### src/rtl/vst_pkg.sv
package vst_pkg;
  // Bundle of the four timing outputs, reused for their polarity controls.
  typedef struct packed {
    logic hs;
    logic vs;
    logic blk;
    logic fld;
  } vst_sig_t;

  // External sync channels that carry an edge detector (hs, vs).
  localparam int EXT_SYNC_N = 2;
endpackage

### src/rtl/vst_clkdiv.sv
module vst_clkdiv (
  input  logic clk,
  input  logic rst_n,
  input  logic div4,
  output logic pix_en
);
  logic [1:0] dcnt;

  always_ff @(posedge clk or negedge rst_n) begin
    if (!rst_n) dcnt <= '0;
    else        dcnt <= dcnt + 2'd1;
  end

  // One-cycle enable: odd phases for /2, phase 3 only for /4.
  assign pix_en = div4 ? (&dcnt) : dcnt[0];
endmodule

### src/rtl/vst_lead_det.sv
module vst_lead_det (
  input  logic clk,
  input  logic rst_n,
  input  logic pix_en,
  input  logic raw,
  input  logic pol,
  output logic lead
);
  logic corr, prev_q;

  assign corr = raw ^ pol;

  always_ff @(posedge clk or negedge rst_n) begin
    if (!rst_n)      prev_q <= 1'b0;
    else if (pix_en) prev_q <= corr;
  end

  assign lead = pix_en & corr & ~prev_q;
endmodule

### src/rtl/vst_hcount.sv
module vst_hcount #(
  parameter int H_ACTIVE = 720,
  parameter int H_FP     = 16,
  parameter int H_SYNC   = 62,
  parameter int H_BP     = 60
) (
  input  logic clk,
  input  logic rst_n,
  input  logic pix_en,
  input  logic slave,
  input  logic hs_lead,
  output logic h_sync,
  output logic h_blank,
  output logic line_end,
  output logic fp_wait
);
  localparam int H_TOTAL = H_ACTIVE + H_FP + H_SYNC + H_BP;
  localparam int HW      = $clog2(H_TOTAL);
  localparam int SYNC_AT = H_ACTIVE + H_FP;
  localparam logic [HW-1:0] L_LAST = HW'(H_TOTAL - 1);
  localparam logic [HW-1:0] L_SYNC = HW'(SYNC_AT);
  localparam logic [HW-1:0] L_PRE  = HW'(SYNC_AT - 1);
  localparam logic [HW-1:0] L_SEND = HW'(SYNC_AT + H_SYNC);
  localparam logic [HW-1:0] L_ACT  = HW'(H_ACTIVE);

  logic [HW-1:0] hcnt;
  logic          wait_q;
  logic          resync, stall;

  assign resync = slave & hs_lead;
  assign stall  = slave & ~hs_lead & (hcnt == L_PRE);

  always_ff @(posedge clk or negedge rst_n) begin
    if (!rst_n) begin
      hcnt   <= '0;
      wait_q <= 1'b0;
    end else if (pix_en) begin
      if (resync) begin
        hcnt   <= L_SYNC;
        wait_q <= 1'b0;
      end else if (stall) begin
        wait_q <= 1'b1;
      end else begin
        wait_q <= 1'b0;
        hcnt   <= (hcnt == L_LAST) ? '0 : hcnt + 1'b1;
      end
    end
  end

  assign line_end = pix_en & ~resync & (hcnt == L_LAST);
  assign h_sync   = (hcnt >= L_SYNC) && (hcnt < L_SEND);
  assign h_blank  = (hcnt >= L_ACT);
  assign fp_wait  = wait_q;
endmodule

### src/rtl/vst_vcount.sv
module vst_vcount #(
  parameter int V_ACTIVE = 240,
  parameter int V_FP     = 3,
  parameter int V_SYNC   = 3,
  parameter int V_BP     = 16
) (
  input  logic clk,
  input  logic rst_n,
  input  logic pix_en,
  input  logic slave,
  input  logic line_end,
  input  logic vs_lead,
  output logic v_sync,
  output logic v_blank,
  output logic field_even,
  output logic blk_wait
);
  localparam int V_EVEN  = V_ACTIVE + V_FP + V_SYNC + V_BP;
  localparam int V_ODD   = V_EVEN + 1;
  localparam int VW      = $clog2(V_ODD);
  localparam int SYNC_AT = V_ACTIVE + V_FP;
  localparam logic [VW-1:0] L_SYNC = VW'(SYNC_AT);
  localparam logic [VW-1:0] L_PRE  = VW'(SYNC_AT - 1);
  localparam logic [VW-1:0] L_SEND = VW'(SYNC_AT + V_SYNC);
  localparam logic [VW-1:0] L_ACT  = VW'(V_ACTIVE);
  localparam logic [VW-1:0] L_LE   = VW'(V_EVEN - 1);
  localparam logic [VW-1:0] L_LO   = VW'(V_ODD - 1);

  logic [VW-1:0] vcnt, last;
  logic          fld_q, wait_q;

  assign last = fld_q ? L_LE : L_LO;

  always_ff @(posedge clk or negedge rst_n) begin
    if (!rst_n) begin
      vcnt   <= '0;
      fld_q  <= 1'b0;
      wait_q <= 1'b0;
    end else if (pix_en) begin
      if (!slave) wait_q <= 1'b0;
      if (slave && vs_lead) begin
        vcnt   <= L_SYNC;
        fld_q  <= ~fld_q;
        wait_q <= 1'b0;
      end else if (line_end) begin
        if (vcnt == L_PRE) begin
          if (slave) begin
            wait_q <= 1'b1;
          end else begin
            vcnt  <= L_SYNC;
            fld_q <= ~fld_q;
          end
        end else if (vcnt == last) begin
          vcnt <= '0;
        end else begin
          vcnt <= vcnt + 1'b1;
        end
      end
    end
  end

  assign v_sync     = (vcnt >= L_SYNC) && (vcnt < L_SEND);
  assign v_blank    = (vcnt >= L_ACT);
  assign field_even = fld_q;
  assign blk_wait   = wait_q;
endmodule

### src/rtl/vid_sync_timer.sv
module vid_sync_timer
  import vst_pkg::*;
#(
  parameter int H_ACTIVE = 720,
  parameter int H_FP     = 16,
  parameter int H_SYNC   = 62,
  parameter int H_BP     = 60,
  parameter int V_ACTIVE = 240,
  parameter int V_FP     = 3,
  parameter int V_SYNC   = 3,
  parameter int V_BP     = 16
) (
  input  logic clk2x,
  input  logic rst_n,
  input  logic slave_mode,
  input  logic div4_mode,
  input  logic pol_hs,
  input  logic pol_vs,
  input  logic pol_blk,
  input  logic pol_fld,
  input  logic ext_hs,
  input  logic ext_vs,
  input  logic ext_blk,
  output logic pix_en,
  output logic hs_out,
  output logic vs_out,
  output logic blk_out,
  output logic fld_out,
  output logic fp_hold,
  output logic blk_hold
);
  logic [EXT_SYNC_N-1:0] ext_raw, ext_pol, ext_lead;
  logic h_sync, h_blank, line_end, h_wait;
  logic v_sync, v_blank, fld_even, v_wait;
  logic blk_lvl;
  vst_sig_t act, pol;

  vst_clkdiv u_div (.clk(clk2x), .rst_n, .div4(div4_mode), .pix_en);

  assign ext_raw = {ext_vs, ext_hs};
  assign ext_pol = {pol_vs, pol_hs};

  for (genvar i = 0; i < EXT_SYNC_N; i++) begin : g_edge
    vst_lead_det u_det (
      .clk(clk2x), .rst_n, .pix_en,
      .raw(ext_raw[i]), .pol(ext_pol[i]), .lead(ext_lead[i])
    );
  end

  always_ff @(posedge clk2x or negedge rst_n) begin
    if (!rst_n)      blk_lvl <= 1'b0;
    else if (pix_en) blk_lvl <= ext_blk ^ pol_blk;
  end

  vst_hcount #(.H_ACTIVE(H_ACTIVE), .H_FP(H_FP), .H_SYNC(H_SYNC), .H_BP(H_BP)) u_h (
    .clk(clk2x), .rst_n, .pix_en, .slave(slave_mode), .hs_lead(ext_lead[0]),
    .h_sync, .h_blank, .line_end, .fp_wait(h_wait)
  );

  vst_vcount #(.V_ACTIVE(V_ACTIVE), .V_FP(V_FP), .V_SYNC(V_SYNC), .V_BP(V_BP)) u_v (
    .clk(clk2x), .rst_n, .pix_en, .slave(slave_mode), .line_end, .vs_lead(ext_lead[1]),
    .v_sync, .v_blank, .field_even(fld_even), .blk_wait(v_wait)
  );

  assign act = '{hs: h_sync, vs: v_sync,
                 blk: h_blank | v_blank | (slave_mode & blk_lvl), fld: fld_even};
  assign pol = '{hs: pol_hs, vs: pol_vs, blk: pol_blk, fld: pol_fld};

  assign hs_out   = act.hs  ^ pol.hs;
  assign vs_out   = act.vs  ^ pol.vs;
  assign blk_out  = act.blk ^ pol.blk;
  assign fld_out  = act.fld ^ pol.fld;
  assign fp_hold  = h_wait & slave_mode;
  assign blk_hold = v_wait & slave_mode;
endmodule

### config.mk
export PLATFORM = sky130hd
export DESIGN_NAME = vid_sync_timer
export DESIGN_NICKNAME = d
export VERILOG_FILES = /design/src/rtl/vst_pkg.sv /design/src/rtl/vst_clkdiv.sv /design/src/rtl/vst_lead_det.sv /design/src/rtl/vst_hcount.sv /design/src/rtl/vst_vcount.sv /design/src/rtl/vid_sync_timer.sv
export SDC_FILE = /design/constraint.sdc
export NUM_CORES = 1
export LEC_CHECK = 0
export BUFFER_PORTS_ARGS = -buffer_cell sky130_fd_sc_hd__buf_2
export CORE_UTILIZATION = 63
export CTS_CLUSTER_SIZE = 25
export DETAILED_ROUTE_END_ITERATION = 10
export HOLD_SLACK_MARGIN = 0.06
export PLACE_DENSITY_LB_ADDON = 0.05
export SLEW_MARGIN = 0
export SYNTH_ARGS = -nofsm -noshare
export SYNTH_HDL_FRONTEND = slang
export SYNTH_SLANG_ARGS = --single-unit
### constraint.sdc
create_clock -name clk2x -period 3.9 [get_ports clk2x]
set_clock_uncertainty 0.15 [all_clocks]
set_input_delay 0.39 -clock clk2x [delete_from_list [all_inputs] [get_ports clk2x]]
set_output_delay 0.39 -clock clk2x [all_outputs]
set_load 0.02 [all_outputs]
==> impl_metrics.csv <==
group,metric,value,unit
timing,worst_pin_slew,0.6060,ns
job,drv_cap,0,
clock_tree,clock_sinks,27,
pwr,fin_total_pwr,0.8500,mW
clock_tree,h-tree-depth,1,
timing,post-route-period-util,0.6298,
finish,fin_nets,224,
logic_synthesis,yosysUniqueCellTypes,56,
clock_tree,clk_latency,0.34,ns
floorplan,die_y,56.82,um
setup_path,path_class,"reg2out",
floorplan,initial_utilization,0.6748,
run_status,status,"finished clean",
finish,n_fill_cell,231,
routing,dr.pass1.iters,4,
timing,rsz0062_at_grt,"false",
routing,viasPerCell,6.576,
clock_tree,cts_tree,"yes",
pwr,ir_worst_vdd,0.2253,mV
clock_tree,root_buffer,"clkbuf_4",
global_routing,grt_max_degree,28,
timing,max_freq,407.1,MHz
min_path,hold_start,"ext_blk",
pwr,power.leakage,0.9030,nW
floorplan,fp-row-count,19,
finish,syn2layout_area_growth,6.808,%
timing,setup_viol,0,
routing,drt_iter0_drc,80,
setup_path,r2r_setup_slack,1.45,ns
setup_path,required,3.36,ns
logic_synthesis,seq_area_frac_synth,0.3569,
setup_path,r2r_end,"u_h.hcnt[3]",
placed_design,dpl_cell_area,0.001984,mm2
floorplan,core,0.002805,mm2
setup_path,cp.arrival,1.92,ns
setup_path,crit_fanout,9,
pwr,power.density,420.4,mW/mm2
finish,drive_gt1_frac,0.2146,
min_path,whs_path_depth,3,
logic_synthesis,synth_top_area_share,0.3569,
floorplan,dieWidth,56.82,um
finish,fin_util,0.7208,
finish,diodes,0,
global_routing,grt_use_total,0.2824,
global_routing,grt_pass1_wl,7.058,mm
logic_synthesis,synthTopCellsByArea,"dfrtp_1 (36%), ha_1 (4.6%), nand3_1 (3.2%)",
clock_tree,numCtsBuffers,3,
routing,ant_nets,0,
logic_synthesis,yosysWarnings,0,
clock_tree,clk_pin_slew,0.15,ns
floorplan,die_area,0.003228,mm2
placed_design,io_buffers,17,
timing,hold_violations,0,
setup_path,r2r_cells,7,
setup_path,r2r_start,"u_div.dcnt[0]",
timing,maxSlewViolCount,0,
setup_path,critPathCaptureType,"output port",
clock_tree,clockBufferDepth,2,
finish,final-seq-area,675.6,um2
min_path,worstHoldPathType,"in2reg",
logic_synthesis,ys.flop_type,"dfrtp_1",
clock_tree,post_cts_buffers,0,
logic_synthesis,syn_area_per_cell,9.964,um2
min_path,min_to,"blk_lvl",
logic_synthesis,ys_seq_elements,27,
placed_design,hpwl,3.057,mm
global_routing,antenna_found_initial,0,
routing,drc,0,
routing,num_vias,1552,
routing,post_drt_wl_per_cell,17.31,um
logic_synthesis,synth_nets,208,
finish,multi_input_area,0.001151,mm2
logic_synthesis,synth-edff-count,0,
setup_path,start_kind,"flip-flop",
routing,drt-total-wl,4.084,mm
global_routing,overflow,0,
logic_synthesis,yosysTopAreaCell,"dfrtp_1",
timing,period_minus_slack,2.456,ns
timing,fin_setup_tns,0,ns
floorplan,ios,18,
timing,slew_headroom,0.5960,
finish,final_cell_area,0.002022,mm2
logic_synthesis,synth_area,0.001893,mm2
placed_design,place_congestion,0.9203,
logic_synthesis,syn_inst,190,
logic_synthesis,ys_async_sr_fraction,1.000,
global_routing,grt_pass1_vias,1521,
-- through the flow --
step | cells | hold WS (ns) | worst slack [ns]
floorplan | 190 | -0.05559 | 1.802
global placement | 231 | 0.2673 | 1.661
detailed placement | 231 | 0.2871 | 1.492
CTS | 236 | 0.1916 | 1.460
global route | 236 | 0.2294 | 1.280
finish | 236 | 0.1958 | 1.444
-- power breakdown --
group	internal [mW]	switching [mW]	total, mW
logic	0.133	0.159	0.291
clock network	0.0386	0.0861	0.125
registers	0.332	0.102	0.434
total	0.503	0.347	0.850
-- cell usage after synthesis (all sizes together) (2+ instances only) --
cell and instances:
nand2b 2, nor2b 4, and3b 2, xor2 3, mux2i 2, buf 5
or4 2, o31ai 5, a21oi 7, a22o 6, nor2 16, o21a 2
nor4b 2, a311oi 2, nor3 4, nand4 4, nand2 11, mux2 2
dfrtp 27, a31oi 2, o21ai 14, clkbuf 2, ha 7, nand4b 2
and3 6, and2 3, nor4 2, a211oi 2, a221o 3, inv 9
nand3 12, nor3b 2, xnor2 5
-- area by class of cell --
class,count,area share
inverter,9,0.01671
clock inverter,1,0.002475
multi-input combinational,147,0.5693
tap,31,0.01918
sequential,27,0.3342
clock buffer,3,0.01114
timing repair buffer,18,0.04703
-- state kept, by name, summed over array words and instances, names as in the netlist --
name and count:
u_div.dcnt 2, g_edge.u_det.prev_q 2, blk_lvl 1, u_h.hcnt 10, u_v.blk_wait 1, u_v.field_even 1, u_v.vcnt 9, u_h.fp_wait 1
-- cells by family after synthesis --
group / synth area share
xor+xnor: 0.03701
fa+ha+maj: 0.04626
simple gates: 0.2802
buf+inv: 0.03503
compound gates: 0.2115
mux: 0.03305
flops: 0.3569
-- placed cells by master, fill, tap and decap left out, types with 3 or more instances in the layout --
cell type	Yosys	final
inv_1	9	9
a22o_1	6	6
xnor2_1	5	5
a221o_1	3	3
ha_1	7	7
nor2_1	15	15
and3_1	4	4
nand3_1	12	12
and2_1	3	3
xor2_1	3	3
buf_2	5	17
dfrtp_1	27	27
o31ai_1	4	4
o21ai_0	8	8
a21oi_1	7	7
nor3_1	4	4
nand4_1	3	3
nand2_1	10	10
clkbuf_4	0	3
o21ai_1	5	5
nor2b_1	4	4
-- worst max-delay path, stage by stage (launching register included) --
cell	delay [ns]
dfrtp_1	0.54
nand2_1	0.16
nor3b_1	0.29
o21ai_0	0.15
nand3_1	0.11
xor2_1	0.14
buf_2	0.18
-- metal layers --
layer	vias to the layer above	wire length (um)	part of all wire	global-route usage
li1	738	-	-	-
met1	746	1786	0.44	0.3621
met2	57	2025	0.50	0.4779
met3	11	176	0.043	0.04147
met4	0	95	0.023	0.1150
met5	-	0	0	0
-- what timing repair did --
| item | in CTS | in global routing |
|---|---|---|
| hold endpoints to repair | 27 | 0 |
| hold buffers | 1 | 0 |
| setup endpoints to repair | 0 | 0 |
| resized for setup | 0 | 0 |
-- how the worst max path moves through the flow --
stage,start,end,slack (ns),cells past startpoint
2_1_floorplan,u_div.dcnt[0],u_v.vcnt[0],1.80,6
6_report,u_h.hcnt[6],blk_out,1.44,6
3_3_place_gp,u_div.dcnt[0],u_h.hcnt[0],1.66,7
3_5_place_dp,u_div.dcnt[0],u_h.hcnt[3],1.49,7
5_1_grt,u_div.dcnt[0],u_h.hcnt[3],1.28,7
4_1_cts,u_h.hcnt[6],blk_out,1.46,6
No activity file was read; power rests on OpenSTA's default activity.
